===== src/rtl/irq_redirect.sv =====
module irq_redirect #(
  parameter int          NPINS     = 24,
  parameter logic [31:0] MSG_BASE  = 32'hFEE0_0000,
  parameter int          ALIAS_SRC = 0,
  parameter int          ALIAS_DST = 2
) (
  input  logic               clk,
  input  logic               rst_n,
  input  logic [NPINS-1:0]   irq_pins,
  input  logic [NPINS*64-1:0] route_tbl,
  output logic [NPINS-1:0]   in_service,
  output logic               msg_valid,
  input  logic               msg_ready,
  output logic [31:0]        msg_addr,
  output logic [31:0]        msg_data
);
  localparam int IW = $clog2(NPINS);

  logic [NPINS-1:0] lvl, lvl_q, rise;
  logic [NPINS-1:0] irr_q, irr_d, rirr_q, rirr_d;
  logic [NPINS-1:0] mask_b, trig_lvl, cand, take;
  logic [NPINS-1:0] unused_tbl;
  logic [IW-1:0]    ptr, ptr_d, sel;
  logic             found, advance;
  logic [63:0]      sel_ent;
  logic [31:0]      addr_d, data_d;

  always_comb begin
    lvl = irq_pins;
    lvl[ALIAS_DST] = irq_pins[ALIAS_DST] | irq_pins[ALIAS_SRC];
    lvl[ALIAS_SRC] = 1'b0;
  end

  assign rise = lvl & ~lvl_q;

  for (genvar g = 0; g < NPINS; g++) begin : g_slot
    assign mask_b[g]     = route_tbl[g*64+16];
    assign trig_lvl[g]   = route_tbl[g*64+15];
    assign unused_tbl[g] = ^{route_tbl[g*64+12 +: 3], route_tbl[g*64+17 +: 31]};
    assign take[g]       = advance && (sel == IW'(g));
    assign cand[g]       = irr_q[g] & ~mask_b[g] & ~(trig_lvl[g] & rirr_q[g]);
    assign irr_d[g]      = trig_lvl[g] ? lvl[g]
                         : ((irr_q[g] & ~take[g]) | (rise[g] & ~mask_b[g]));
    assign rirr_d[g]     = trig_lvl[g] & (rirr_q[g] | take[g]);
  end

  always_comb begin
    int idx;
    found = 1'b0;
    sel   = '0;
    for (int k = 0; k < NPINS; k++) begin
      idx = int'(ptr) + k;
      if (idx >= NPINS) idx = idx - NPINS;
      if (!found && cand[idx]) begin
        found = 1'b1;
        sel   = idx[IW-1:0];
      end
    end
  end

  assign advance = found && (!msg_valid || msg_ready);
  assign ptr_d   = (sel == IW'(NPINS-1)) ? '0 : sel + 1'b1;
  assign sel_ent = route_tbl[int'(sel)*64 +: 64];
  assign addr_d  = MSG_BASE | (32'(sel_ent[63:48]) << 12) | {29'b0, sel_ent[11], 2'b00};
  assign data_d  = {16'b0, sel_ent[15], 4'b0, sel_ent[10:8], sel_ent[7:0]};

  always_ff @(posedge clk or negedge rst_n) begin
    if (!rst_n) begin
      lvl_q     <= '0;
      irr_q     <= '0;
      rirr_q    <= '0;
      ptr       <= '0;
      msg_valid <= 1'b0;
      msg_addr  <= '0;
      msg_data  <= '0;
    end else begin
      lvl_q  <= lvl;
      irr_q  <= irr_d;
      rirr_q <= rirr_d;
      if (advance) begin
        msg_valid <= 1'b1;
        msg_addr  <= addr_d;
        msg_data  <= data_d;
        ptr       <= ptr_d;
      end else if (msg_ready) begin
        msg_valid <= 1'b0;
      end
    end
  end

  assign in_service = rirr_q;
endmodule


===== config.mk =====
export PLATFORM = sky130hd
export DESIGN_NAME = irq_redirect
export DESIGN_NICKNAME = d
export VERILOG_FILES = /design/src/rtl/irq_redirect.sv
export SDC_FILE = /design/constraint.sdc
export NUM_CORES = 1
export LEC_CHECK = 0
export ABC_CLOCK_PERIOD_IN_PS = 13250
export BUFFER_PORTS_ARGS = -buffer_cell sky130_fd_sc_hd__buf_2
export CAP_MARGIN = 0
export CORE_AREA = 2 2 651 653
export CTS_BUF_LIST = sky130_fd_sc_hd__clkbuf_4
export CTS_CLUSTER_DIAMETER = 150
export DETAILED_ROUTE_END_ITERATION = 10
export DIE_AREA = 0 0 653 655
export PLACE_DENSITY = 0.3
export SLEW_MARGIN = 40
export SYNTH_ARGS = -nofsm -noshare
export SYNTH_HDL_FRONTEND = slang
export SYNTH_SLANG_ARGS = --single-unit
export TNS_END_PERCENT = 30

===== constraint.sdc =====
create_clock -name clk -period 13.25 [get_ports clk]
set_input_delay 0.6625 -clock clk [delete_from_list [all_inputs] [get_ports clk]]
set_output_delay 0.6625 -clock clk [all_outputs]
set_load 0.005 [all_outputs]

After elaboration in Yosys (flattened, before gate mapping)
Cells that the tools add are included.
{"block": "totals", "register_bits": 121, "latchBits": 0, "ramBits": 0, "romBits": 0, "in_bits": 1563, "out_inout_bits": 89, "wordCells": 641, "n_memories": 0}
{"block": "classes", "addsub": 48, "n_mul": 0, "div": 0, "magnitude_cmp": 48, "n_eq_ne": 23, "n_shift": 1, "muxes": 171, "n_bitwise": 268, "n_reduce_logical": 75}
{"operator": "$shiftx A1536 B12 Y61", "count": 1}
{"operator": "$lt A32 B7 Y1 const B", "count": 24}
{"operator": "$mux W32", "count": 24}
{"operator": "$sub A6 B5 Y7 const B", "count": 23}
{"operator": "$and A1 B1 Y1", "count": 144}
{"operator": "$ge A6 B5 Y1 const B", "count": 23}
{"operator": "$mux W5", "count": 25}
{"operator": "$bmux W1 S5", "count": 24}
{"operator": "$mux W1", "count": 98}
{"operator": "$not A1 Y1", "count": 72}
{"operator": "$or A1 B1 Y1", "count": 49}
{"operator": "$add A5 B4 Y6 const B", "count": 8}
{"operator": "$add A5 B5 Y6 const B", "count": 8}
{"operator": "$logic_and A1 B1 Y1", "count": 48}
{"operator": "$eq A5 B4 Y1 const B", "count": 8}
{"operator": "$eq A5 B5 Y1 const B", "count": 8}
{"operator": "$or A32 B3 Y32", "count": 1}
{"operator": "$add A5 B3 Y6 const B", "count": 4}
{"operator": "$and A24 B24 Y24", "count": 1}
{"operator": "$logic_not A1 Y1", "count": 24}
{"operator": "$not A24 Y24", "count": 1}
{"operator": "$eq A5 B3 Y1 const B", "count": 4}
{"operator": "$add A5 B2 Y6 const B", "count": 2}
{"operator": "$eq A5 B2 Y1 const B", "count": 2}
{"operator": "other kinds (8)", "count": 8}

Longest topological paths before layout
Gate-level depths: netlist (run 1).
{"block": "depth", "ltp_word": 82, "ltp_mapped": 32, "depth_no_buf": 25}

Least setup slack after synthesis (run 1)
Ideal clock, no wire load.
{"block": "synth_path", "kind": "reg2reg", "from": "reg ptr[2]", "to": "reg ptr[4]", "arrival_ns": 6.244, "setup_slack_ns": 6.923, "path_stages_with_launch": 31, "synth_period_minus_slack_ns": 6.327, "cell_sequence": "dfrtp_1 buf_4 buf_6 inv_1 buf_1 ha_1 a21bo_2 xnor2_2 inv_1 ha_1 a21o_1 or2_2 a21o_1 nand2_1 o211a_1 buf_2 nand3b_2 nor4_2 o21ai_1 and3_1 nand4_2 and2_1 buf_6 buf_2 buf_2 ha_1 inv_1 nor3_1 ha_1 nand2b_1 o22ai_1"}
{"block": "synth_via", "elab_chain_cells": 77, "word_cells_on_any_way": 265}
{"element": "start: declaration", "line_no": "23", "text": "logic [IW-1:0] ptr, ptr_d, sel;"}
{"element": "start signal: assignment", "line_no": "84", "text": "ptr <= ptr_d;"}
{"element": "branches (longest 77 deep; another with $sub A6 B5 Y7)"}
Parallel ways; which one is timed is not known. The select of a mux whose other input is x is not followed.
A chain may end at the register's enable or synchronous reset.

Worst setup path in the final report (run 1)
{"block": "layout_path", "from": "reg ptr[2]", "to": "reg irr_q[7]"}
{"block": "layout_via", "elab_chain_cells": 81, "word_cells_on_any_way": 268}
{"element": "branches (longest 76 deep; another with $sub A6 B5 Y7)"}
{"element": "$logic_and A1 B1 Y1 *", "line_no": "40", "text": "assign take[g] = advance && (sel == IW'(g));"}
{"element": "$not A1 Y1 *", "line_no": "43", "text": ": ((irr_q[g] & ~take[g]) | (rise[g] & ~mask_b[g]));"}
{"element": "$and A1 B1 Y1 *", "line_no": "43"}
{"element": "$or A1 B1 Y1 *", "line_no": "43"}
{"element": "$mux W1 *", "line_no": "42", "text": "assign irr_d[g] = trig_lvl[g] ? lvl[g]"}
{"element": "net irr_d[7]", "line_no": "20", "text": "logic [NPINS-1:0] irr_q, irr_d, rirr_q, rirr_d;"}
{"element": "end signal: assignment", "line_no": "78", "text": "irr_q <= irr_d;"}
{"element": "end: declaration", "line_no": "20"}
Mark *: on every way through the listed nets, which the timed path passes. The select of a mux whose other input is x is not followed.

==> results of run 1 <==
state kept, by name (all words and copies together), names as in the netlist:
register and count:
in_service 24, irr_q 24, lvl_q 23, msg_addr 12
msg_data 12, msg_valid 1, ptr 5
worst reg2reg max path, stage by stage (launching register included):
cell	delay, ps
sky130_fd_sc_hd__dfrtp_2	650
sky130_fd_sc_hd__buf_4	530
sky130_fd_sc_hd__ha_1	580
sky130_fd_sc_hd__nand2b_1	170
sky130_fd_sc_hd__xnor2_2	390
sky130_fd_sc_hd__inv_1	120
sky130_fd_sc_hd__ha_1	230
sky130_fd_sc_hd__a21oi_2	270
sky130_fd_sc_hd__o21ai_0	180
sky130_fd_sc_hd__mux2_2	330
sky130_fd_sc_hd__mux2i_1	230
sky130_fd_sc_hd__nor4_4	490
sky130_fd_sc_hd__nand4_2	530
sky130_fd_sc_hd__nor4_2	910
sky130_fd_sc_hd__o21ai_1	140
sky130_fd_sc_hd__and3_1	240
sky130_fd_sc_hd__nand4_4	80
sky130_fd_sc_hd__buf_4	500
sky130_fd_sc_hd__and2_4	480
sky130_fd_sc_hd__buf_4	530
sky130_fd_sc_hd__ha_1	530
sky130_fd_sc_hd__nand2_1	530
sky130_fd_sc_hd__nor3_1	440
sky130_fd_sc_hd__o21ai_0	140
path summary, 6_finish.rpt:
check	start	endpoint	slack, ps	cells after the start
worst max register to register	ptr[2]$_DFFE_PN0P_	irr_q[7]$_DFF_PN0_	3890	23
worst min-delay path	route_tbl[783]	in_service[12]$_DFF_PN0_	180	3
min in group asynchronous	rst_n	irr_q[1]$_DFF_PN0_	290	2
worst max-delay path	ptr[2]$_DFFE_PN0P_	irr_q[7]$_DFF_PN0_	3890	23
worst min register to register	lvl_q[1]$_DFF_PN0_	irr_q[1]$_DFF_PN0_	540	3
max in group asynchronous	rst_n	msg_data[0]$_DFFE_PN0P_	11880	3
cells in the mapped netlist, drive strengths merged (36+ instances only):
cell type	count
nor3	38
o22ai	36
clkbuf	45
mux2	46
nor2	109
nand4	87
mux2i	187
inv	54
o21ai	79
a21oi	72
ha	46
nand3	116
and2	49
buf	143
dfrtp	101
nand2	334
nor4	39
per-stage QoR:
stage          cell area, um2  worst slack, ps
2_1_floorplan           15900             6920
3_3_place_gp            25600             3750
3_5_place_dp            25700             3780
4_1_cts                 26100             3650
5_1_grt                 26200             3280
6_report                26300             3890
logic make-up after synthesis:
| family | Yosys count |
|---|---|
| other | 1 |
| AOI/OAI and AO/OA | 486 |
| and+or+nand+nor | 895 |
| muxes | 248 |
| buffers and inverters | 243 |
| xor gates and xnor gates | 33 |
| adders and majority gates | 46 |
| DFF | 101 |
layer usage:
layer / wire length (um) / global-route usage / vias to the layer above
met1: 51200 / 0.0659 / 9697
li1: - / - / 8924
met3: 7060 / 0.0114 / 210
met5: 162 / 0 / -
met4: 8400 / 0.0316 / 24
met2: 89700 / 0.144 / 894
layout make-up:
class / count / share of cell area
Multi-Input combinational cell: 1739 / 0.466
Antenna cell: 53 / 0.00504
Tap cell: 5543 / 0.264
Clock buffer: 9 / 0.00257
Timing Repair Buffer: 744 / 0.155
Sequential cell: 101 / 0.0963
Clock inverter: 7 / 0.00347
Inverter: 55 / 0.00814
==> summary by stage, run 1 <==
Synth
A synthesized cell averages a little under 8 um2. The multiplexer fraction of the synthesized cell area is 0.173. The post-synthesis register bit count is 101. The cell taking the most area after synthesis is sky130_fd_sc_hd__dfrtp_1. The fraction of synthesized cell area in xor and xnor cells is 0.0224.

The cell count after synthesis came out at a little over 2k. The synthesized design contains 0 enable-type register cells. By area, the combinational part of the netlist is dominated by simple AND/OR/NAND/NOR gates. The post-synthesis instance area is 15,800 um2. The fraction of synthesis flops using an asynchronous set or reset pin is 1.00. Yosys printed 0 warnings. The simple-gate area share of the yosys netlist is 0.293.

The sequential-to-total area share from yosys stat is 0.160. The adder and majority cell fraction of the synthesized area is 0.0365. In this run, distinct cell masters in the synthesized netlist total roughly 110. The share of synthesized area in the top cell type comes to 0.160. After synthesis, the cell types taking the most area are sky130_fd_sc_hd__dfrtp_1, sky130_fd_sc_hd__mux2i_1, sky130_fd_sc_hd__nand2_1.

For this run, the leading register cell type out of synthesis is sky130_fd_sc_hd__dfrtp_1. The fraction of the mapped netlist area in compound gates came to 0.234.

Flow run
Across the run, the number of max-cap violations was 0.

Worst setup path
The required time of the critical path is between 10,000 and 15,000 ps. The critical path capture point type is a flop. The largest individual stage delay along the critical path comes from the cell sky130_fd_sc_hd__nor4_2.

STA classifies the critical path startpoint as a flop. The arrival time of data at the critical path endpoint is 9910 ps. The top cell family by delay on the critical path is simple AND/OR/NAND/NOR gates.

Counting both buffers and inverters, the worst setup path holds a total of 4. Walking the worst path, the cells encountered are buf_4 > ha_1 > nand2b_1 > xnor2_2 > inv_1 > ha_1 > a21oi_2 > o21ai_0 > mux2_2 > mux2i_1 > nor4_4 > nand4_2 > nor4_2 > o21ai_1 > and3_1 > nand4_4 > buf_4 > and2_4 > buf_4 > ha_1 > nand2_1 > nor3_1 > o21ai_0. The category of the critical setup timing path is reg2reg.

Of all nets on the critical path, the largest fanout is 35. The largest incremental delay on the critical path is roughly 900 ps.

Clock network
The TritonCTS clock tree is built. Once the clock tree was built, the setup fixing pass inserted 0 buffers. After clock tree synthesis, the clock-pin slew on the worst setup and hold paths is 280 ps. The root buffer cell is sky130_fd_sc_hd__clkbuf_4.

The number of gates resized after CTS was 0. The total CTS buffers is 9. The longest clock path from root to sink contains 2 buffers. The clock latency on the worst-skew pair is 770 ps. The H-tree was split into 3 levels. The number of buffers inserted by hold repair at cts is 24. The clock net in this run drives a total of approximately 100 sinks.

Min path
The path category of the worst min-delay check is in2reg.

Timing
The final number of max-transition violations came to 0. The worst path in the final design needs a cycle of between 9000 and 10,000 ps, including I/O delays and setup. Setup repair after global routing left no endpoint under its margin. The setup TNS is 0 ps.

Hold timing on the final database bottoms out at a slack of around 180 ps. The total setup violations reported at the end of the flow is 0. The slew of the pin with the lowest slew margin is approximately 880 ps.

Based on the critical path, the design can be clocked at up to between 100 and 150 MHz. The final worst clock skew is 122 ps. The portion of the clock cycle consumed by the worst path in the final layout is 0.706. The number of failing hold endpoints at the final stage came to 0. In this run the tightest slew margin relative to its limit is 0.404.

Detailed routing
After detailed routing, the number of vias per cell comes to roughly 2.4. The first detailed-routing pass ran for 6 iterations. In the routed design, unresolved DRC markers number 0. The initial DRC count is ~1.3k. The number of vias in the routed layout is approximately 20k. The wire length per cell after detailed routing is roughly 19 um.

The detailed-route wire length is 157,000 um. The post-route antenna net violation count is 0.

Floorplan
The die covers roughly 430,000 um2. The area of the core region is about 420,000 um2. The y dimension of the die is 655 um. From left edge to right edge, the die measures ~650 um. The effective utilization at floorplan is 0.0374. The number of primary I/O pins is 1,652. The row count is between 200 and 250.

Global routing
The initial antenna violation count came to 66. The global-route wire length before repair is 195,000 um. After global routing the overflow that remains totals 0. For this run, the total global-route usage over all layers was measured as 0.0698.

Entering global routing, the biggest net connects between 100 and 150 pins. The via count of the first global-routing pass is 19.3k.

Placement
The placed wire-length estimate after detailed placement is 137,000 um. Including well taps, the total number of placed cells is 8,156. The final weighted congestion in routability-driven placement is just under 0.9. The total of buffers placed on input and output ports is 660.

Final layout
Summing all multi-input logic gate instances after layout gives 12,200 um2. Leaving out fill and tap cells, the most frequent cells in the layout are sky130_fd_sc_hd__buf_2, sky130_fd_sc_hd__nand2_1, sky130_fd_sc_hd__mux2i_1, sky130_fd_sc_hd__nand3_1, sky130_fd_sc_hd__nor2_1. Once layout is complete, the utilization of the core stands at 0.0624. Summing all flip-flop and latch instances after layout gives between 2000 and 3000 um2. The number of standard cells in the final layout excluding fillers is around 8.3k. Relative to the synthesized area, the layout overhead comes to 66.6%. For this run, the post-layout net count is ~4.3k. The share of cells above drive strength 1 is 0.346.

The most common cell after layout, fill and taps aside is sky130_fd_sc_hd__buf_2. The layout has approximately 50k filler cells.

Run status
The run finished with clean final reports.
Power of run 1 is not shown: default switching activity piles up to over one toggle a cycle in this logic, so the estimate is an artifact.
==> run 2, diff against run 1 <==
--- a/config.mk
+++ b/config.mk
@@ -5,14 +5,14 @@
 export SDC_FILE = /design/constraint.sdc
 export NUM_CORES = 1
 export LEC_CHECK = 0
-export ABC_CLOCK_PERIOD_IN_PS = 13250
+export ABC_CLOCK_PERIOD_IN_PS = 9100
 export BUFFER_PORTS_ARGS = -buffer_cell sky130_fd_sc_hd__buf_2
 export CAP_MARGIN = 0
-export CORE_AREA = 2 2 651 653
+export CORE_AREA = 2 2 639 641
 export CTS_BUF_LIST = sky130_fd_sc_hd__clkbuf_4
 export CTS_CLUSTER_DIAMETER = 150
 export DETAILED_ROUTE_END_ITERATION = 10
-export DIE_AREA = 0 0 653 655
+export DIE_AREA = 0 0 641 643
 export PLACE_DENSITY = 0.3
 export SLEW_MARGIN = 40
 export SYNTH_ARGS = -nofsm -noshare
==> constraint.sdc (replaced) <==
create_clock -name clk -period 9.1 [get_ports clk]
set_input_delay 0.455 -clock clk [delete_from_list [all_inputs] [get_ports clk]]
set_output_delay 0.455 -clock clk [all_outputs]
set_load 0.005 [all_outputs]
==> summary by stage, run 2 (synthesized netlist as in run 1, its figures left out) <==
Run status
The flow ran to the end, and the final reports show no timing, DRC or antenna violations.

Final layout
The register cell area after layout is 2530 um2 (about the same). Leaving out fill and tap cells, the most frequent cells in the layout are sky130_fd_sc_hd__buf_2, sky130_fd_sc_hd__nand2_1, sky130_fd_sc_hd__buf_4, sky130_fd_sc_hd__mux2i_1, sky130_fd_sc_hd__nand3_1. The layout overhead on the synthesized area is 79.6%.

The most common cell after layout, fill and taps aside is sky130_fd_sc_hd__buf_2. The share of cells above drive strength 1 is 0.376 (+0.0300). The net count of the finished layout is 4,491 (+5.4%).

The multi-input combinational cell area is 12,200 um2 (-0.65%). The final-layout fill cell count is 48.0k (-4.0%).

Clock network
The buffer depth of the longest clock path was 2 (unchanged). The TritonCTS clock tree is built. The total CTS buffers came to 9 (unchanged). The clock-pin transition on the worst setup and hold timing paths is 370 ps (+90 ps). The total number of H-tree levels is 3 (unchanged). The number of sinks on the clock net was 101 (unchanged). The clock latency on the worst-skew pair was 760 ps (about the same). Clock tree synthesis selected as its root buffer the cell sky130_fd_sc_hd__clkbuf_4.

The post-CTS setup-driven buffer insertion count is 0 (unchanged).

Min path
In this run the worst hold path is classified as in2reg. The hold-critical path depth is 4 (+1). The startpoint of the most critical hold path is route_tbl[1232]. The worst hold path terminates at irr_q[19]$_DFF_PN0_.

Timing
The worst max-slew margin expressed relative to the limit is 0.458 (+0.0548). Setup repair after global routing left no endpoint under its margin. The setup TNS is 0 ps (unchanged).

The portion of the clock cycle consumed by the worst path in the final layout is 0.850 (+0.144). The final critical path time including I/O delays and setup came to 7740 ps (-1620 ps). The number of failing hold endpoints at the final stage is 0 (unchanged). The slew of the pin with the lowest slew margin is 811 ps (-71.8 ps). The peak clock frequency supported by timing is 129 MHz (+21%).

The total setup violations reported at the end of the flow was 0 (unchanged). The final number of max-transition violations is 0 (unchanged). The final worst clock skew came to 168 ps (+45.8 ps).

Worst setup path
The slack of the worst reg-to-reg path is 1360 ps (-2530 ps). The endpoint of the most critical register-to-register path is msg_data[4]$_DFFE_PN0P_. The arrival time of data at the critical path endpoint came to 8360 ps (-1550 ps). The largest driver fanout on the critical path is 20 (-43%).

In this run the worst setup path begins at ptr[0]$_DFFE_PN0P_. STA classifies the critical path endpoint as a flop. The worst register-to-register path begins at ptr[0]$_DFFE_PN0P_.

The type of element launching the critical path is a flop. The required time of the critical path is 9720 ps (-4080 ps). The cell count of the worst reg-to-reg path is 25 (+8.7%).

The category of the critical setup timing path is reg2reg.

Floorplan
The number of primary I/O pins is 1,652 (unchanged). The total die area is 412,000 um2 (-3.6%). The row count was 234 (-2.1%). The die width was 641 um (-1.8%). The y dimension of the die was 643 um (-1.8%).

The effective utilization at floorplan is 0.0389 (+0.00152). The area of the core region is 405,000 um2 (-3.9%).

Global routing
The maximum number of pins on one net before global-route repair came to 76 (-34%). The overall global routing resource usage came to 0.0724 (+0.00264). The initial antenna violation count is 61 (-7.6%). The overflow left after global routing is 0 (unchanged). The global-route wire length before repair is 198,000 um (+1.6%). The via count of the first global-routing pass is 20.7k (+7.1%).

Detailed routing
The total iterations of the first detailed-routing run is 6 (unchanged). The number of vias in the routed layout came to 20.5k (+3.7%). The post-route antenna net violation count is 0 (unchanged). The remaining design rule violation count is 0 (unchanged). The initial DRC count was 1,341 (+2.1%).

The detailed-route wire length is 155,000 um (-1.2%). The wire length per cell after detailed routing is 18.5 um (-2.4%). The via-per-instance ratio was 2.45 (+2.3%).

Placement
The placed wire-length estimate after detailed placement came to 137,000 um (about the same). The final weighted congestion in routability-driven placement is 0.896 (+3.4%). The total of buffers placed on input and output ports is 660 (unchanged).

Flow run
The number of maximum-capacitance violations was 0 (unchanged).
run 2: cell count changes in the layout (fill, tap and decap cells not counted), moves of 3 or more:
cell / previous run / this run
sky130_fd_sc_hd__buf_4: 52 / 201
sky130_fd_sc_hd__dlygate4sd3_1: 24 / 73
sky130_fd_sc_hd__buf_12: 4 / 42
sky130_fd_sc_hd__diode_2: 53 / 42
sky130_fd_sc_hd__a41oi_1: 30 / 34
sky130_fd_sc_hd__a41oi_2: 5 / 1
sky130_fd_sc_hd__buf_6: 4 / 1
sky130_fd_sc_hd__mux2i_1: 183 / 186
sky130_fd_sc_hd__mux2i_2: 4 / 1
run 2: worst max-delay path: stages (launching register included):
cell	delay [ps]
sky130_fd_sc_hd__dfrtp_2	500
sky130_fd_sc_hd__inv_2	330
sky130_fd_sc_hd__ha_1	720
sky130_fd_sc_hd__nand2b_1	230
sky130_fd_sc_hd__xnor2_2	230
sky130_fd_sc_hd__inv_1	130
sky130_fd_sc_hd__ha_1	230
sky130_fd_sc_hd__a21oi_2	280
sky130_fd_sc_hd__o21ai_0	200
sky130_fd_sc_hd__mux2_2	340
sky130_fd_sc_hd__mux2i_1	260
sky130_fd_sc_hd__nor4_4	510
sky130_fd_sc_hd__nand4_2	410
sky130_fd_sc_hd__buf_4	310
sky130_fd_sc_hd__nor4_1	330
sky130_fd_sc_hd__a31oi_1	110
sky130_fd_sc_hd__o31ai_1	190
sky130_fd_sc_hd__nand4_4	180
sky130_fd_sc_hd__buf_12	210
sky130_fd_sc_hd__a211oi_4	540
sky130_fd_sc_hd__buf_12	240
sky130_fd_sc_hd__nand3_1	340
sky130_fd_sc_hd__buf_4	280
sky130_fd_sc_hd__a41oi_1	220
sky130_fd_sc_hd__buf_4	170
sky130_fd_sc_hd__nor4_2	40
run 2: worst max-delay path by stage:
stage / end / slack (ps) / cells past startpoint
final: msg_data[4]$_DFFE_PN0P_ / 1360 / 25
after detailed placement: msg_addr[14]$_DFFE_PN0P_ / 1090 / 24
after global placement: msg_addr[12]$_DFFE_PN0P_ / 1000 / 23
after floorplan: ptr[4]$_DFFE_PN0P_ / 2770 / 30
after CTS: msg_addr[14]$_DFFE_PN0P_ / 1280 / 27
after global routing: msg_addr[14]$_DFFE_PN0P_ / 860 / 27
run 2: cell type report:
type / instances / area share
timing repair buffer: 976 / 0.225
antenna: 42 / 0.00371
multi-input combinational: 1739 / 0.429
inverter: 55 / 0.00755
clock buffer: 9 / 0.00238
tap: 5428 / 0.240
sequential: 101 / 0.0893
clock inverter: 7 / 0.00260
run 2: what timing repair did:
| action | 4_1_cts | 5_1_grt |
|---|---|---|
| gates resized for setup | 0 | 0 |
| hold buffers | 73 | 0 |
| hold endpoints to repair | 121 | 0 |
run 2: metrics by stage:
step	instance area (um2)	hold WS [ps]	cells	util	worst slack, ps
2_1_floorplan	15900	159	2083	-	2770
3_3_place_gp	27300	495	8226	0.0674	997
3_5_place_dp	27400	503	8226	0.0675	1090
4_1_cts	28200	9.87	8315	0.0697	1280
5_1_grt	28300	83.2	8352	0.0699	860
6_report	28300	185	8357	0.0699	1360
run 2: per-layer routing:
metal | global-route usage | share of wire | up-vias
met4 | 0.0412 | 0.069 | 22
met5 | 0 | 0.00093 | -
met3 | 0.00975 | 0.037 | 223
met1 | 0.0681 | 0.33 | 9988
met2 | 0.147 | 0.57 | 868
li1 | - | - | 9370
Power of run 2 is left out for the same reason.
==> run 3, diff against run 2 <==
--- a/config.mk
+++ b/config.mk
@@ -5,7 +5,6 @@
 export SDC_FILE = /design/constraint.sdc
 export NUM_CORES = 1
 export LEC_CHECK = 0
-export ABC_CLOCK_PERIOD_IN_PS = 9100
 export BUFFER_PORTS_ARGS = -buffer_cell sky130_fd_sc_hd__buf_2
 export CAP_MARGIN = 0
 export CORE_AREA = 2 2 639 641
@@ -14,7 +13,6 @@
 export DETAILED_ROUTE_END_ITERATION = 10
 export DIE_AREA = 0 0 641 643
 export PLACE_DENSITY = 0.3
-export SLEW_MARGIN = 40
 export SYNTH_ARGS = -nofsm -noshare
 export SYNTH_HDL_FRONTEND = slang
 export SYNTH_SLANG_ARGS = --single-unit
==> constraint.sdc (replaced) <==
create_clock -name clk -period 9.1 [get_ports clk]
set_input_delay 0 -clock clk [delete_from_list [all_inputs] [get_ports clk]]
set_output_delay 0 -clock clk [all_outputs]
set_load 0.005 [all_outputs]
==> summary by stage, run 3 (synthesized netlist as in run 1, its figures left out) <==
Run status
The flow ran to the end, and the final reports show no timing, DRC or antenna violations.

Clock network
The number of sinks on the clock net was 101 (unchanged). The root buffer cell is sky130_fd_sc_hd__clkbuf_4. The TritonCTS clock tree is built. The total number of H-tree levels is 3 (unchanged). The total CTS buffers came to 9 (unchanged). The buffer depth of the longest clock path is 2 (unchanged). The clock-pin transition on the worst setup and hold timing paths was 390 ps (+20 ps). The clock latency on the worst-skew pair is 770 ps (about the same).

Detailed routing
The initial DRC count is 1,148 (-14%). The detailed-route wire length came to 157,000 um (+1.2%). The remaining design rule violation count is 0 (unchanged).

The post-route antenna net violation count came to 0 (unchanged). The via-per-instance ratio is 2.47 (+0.78%). The total iterations of the first detailed-routing run is 5 (-1). The number of vias in the routed layout is 21.1k (+2.9%). The wire length per cell after detailed routing was 18.4 um (-0.87%).

Worst setup path
The type of element launching the critical path is a flop. The critical path's most frequent cell is sky130_fd_sc_hd__dlygate4sd3_1. The required time of the critical path came to 9860 ps (+140 ps).

The critical path capture point type is a flop. The largest driver fanout on the critical path is 60 (+200%). The arrival time of data at the critical path endpoint is 9440 ps (+1080 ps). The cell type of the slowest stage on the worst timing path is sky130_fd_sc_hd__nor3_1.

By startpoint and endpoint, the worst setup path is classified as reg2reg. The largest incremental delay on the critical path is 820 ps (+100 ps).

Final layout
The share of cells above drive strength 1 is 0.356 (-0.0206). The top cell types in the final layout, fill and taps aside, are sky130_fd_sc_hd__buf_2, sky130_fd_sc_hd__nand2_1, sky130_fd_sc_hd__dlygate4sd3_1, sky130_fd_sc_hd__buf_4, sky130_fd_sc_hd__mux2i_1. The most common cell after layout, fill and taps aside is sky130_fd_sc_hd__buf_2.

The net count of the finished layout is 4,678 (+4.2%). The area growth from synthesis to layout is 91.5%. The area of all placed cells without fillers is 30,200 um2 (+6.6%).

Timing
The portion of the clock cycle consumed by the worst path in the final layout was 0.954 (+0.104). Setup repair after global routing left no endpoint under its margin. The peak clock frequency supported by timing came to 115 MHz (-11%).

The slew of the pin with the lowest slew margin is 1130 ps (+322 ps). The setup TNS is 0 ps (unchanged). The final critical path time including I/O delays and setup is 8680 ps (+945 ps). The final worst clock skew came to 168 ps (+0.736 ps). The total setup violations reported at the end of the flow is 0 (unchanged). The number of failing hold endpoints at the final stage was 0 (unchanged).

The final number of max-transition violations is 0 (unchanged). The worst max-slew margin expressed relative to the limit is 0.241 (-0.217).

Flow run
The number of maximum-capacitance violations came to 0 (unchanged).

Global routing
The initial antenna violation count came to 65 (+6.6%). The global-route wire length before repair is 201,000 um (+1.5%). The overflow left after global routing is 0 (unchanged).

The overall global routing resource usage is 0.0733 (+0.000862). The via count of the first global-routing pass is 21.6k (+4.3%). The maximum number of pins on one net before global-route repair is 76 (unchanged).

Placement
The total of buffers placed on input and output ports is 660 (unchanged). The standard cell area after detailed placement is 27,300 um2 (-0.17%). The placed wire-length estimate after detailed placement is 138,000 um (+0.49%).

The final weighted congestion in routability-driven placement came to 0.896 (unchanged).

Floorplan
The area of the core region was 405,000 um2 (unchanged). The y dimension of the die is 643 um (unchanged). The row count is 234 (unchanged).

The die width is 641 um (unchanged). The total die area is 412,000 um2 (unchanged). The effective utilization at floorplan is 0.0389 (unchanged). The number of primary I/O pins is 1,652 (unchanged).

Min path
The tightest min-delay check is of the in2reg type.
-- run 3: final cells by class --
type                       instances  area, um2
antenna                           30       75.1
clock buffer                       9       67.6
clock inverter                     7       66.3
fill                           48000     375000
inverter                          55        214
multi-input combinational       1739      12200
sequential                       101       2530
tap                             5428       6790
timing repair buffer            1163       8280
-- run 3: worst paths after layout --
kind	start	end	slack, ps	depth (start not counted)
worst max-delay path	ptr[1]$_DFFE_PN0P_	msg_addr[15]$_DFFE_PN0P_	420	27
worst min-delay path	irq_pins[7]	lvl_q[7]$_DFF_PN0_	160	2
min in group asynchronous	rst_n	ptr[0]$_DFFE_PN0P_	370	4
worst max register to register	ptr[1]$_DFFE_PN0P_	msg_addr[15]$_DFFE_PN0P_	420	27
worst min register to register	irr_q[21]$_DFF_PN0_	irr_q[21]$_DFF_PN0_	550	2
max in group asynchronous	rst_n	ptr[1]$_DFFE_PN0P_	7830	4
-- run 3: through the flow --
step	hold WS, ps	cells	utilization	setup WS [ps]
2_1_floorplan	-296	2083	-	2770
3_3_place_gp	99.1	8226	0.0674	997
3_5_place_dp	96.9	8226	0.0674	1040
4_1_cts	0.344	8499	0.0741	40.8
5_1_grt	67.2	8524	0.0745	12.8
6_report	156	8532	0.0746	419
-- run 3: critical path: cells and delay by family, from the launching register on --
family / cells / cell delay, ps
buffers and inverters: 11 / 3500
XOR/XNOR: 1 / 280
adder cells (fa/ha/maj): 2 / 530
AO/OA/AOI/OAI: 7 / 1710
multiplexers: 2 / 290
flip-flops: 1 / 660
AND/OR/NAND/NOR: 4 / 1760
-- run 3: metal layers --
metal	up-vias	global-route usage	share of wire	routed length [um]
met2	839	0.149	0.57	89000
met1	10200	0.0685	0.33	51000
met3	224	0.00998	0.038	5990
li1	9736	-	-	-
met5	-	0	0.0010	161
met4	24	0.0424	0.067	10500
-- run 3: what timing repair did --
action / 4_1_cts / 5_1_grt
hold buffers: 257 / 0
endpoints found under the hold margin: 151 / 0
setup buffers: 0 / 3
endpoints found under the setup margin: 0 / 22
gates resized for setup: 0 / 19
Power of run 3 is left out for the same reason.
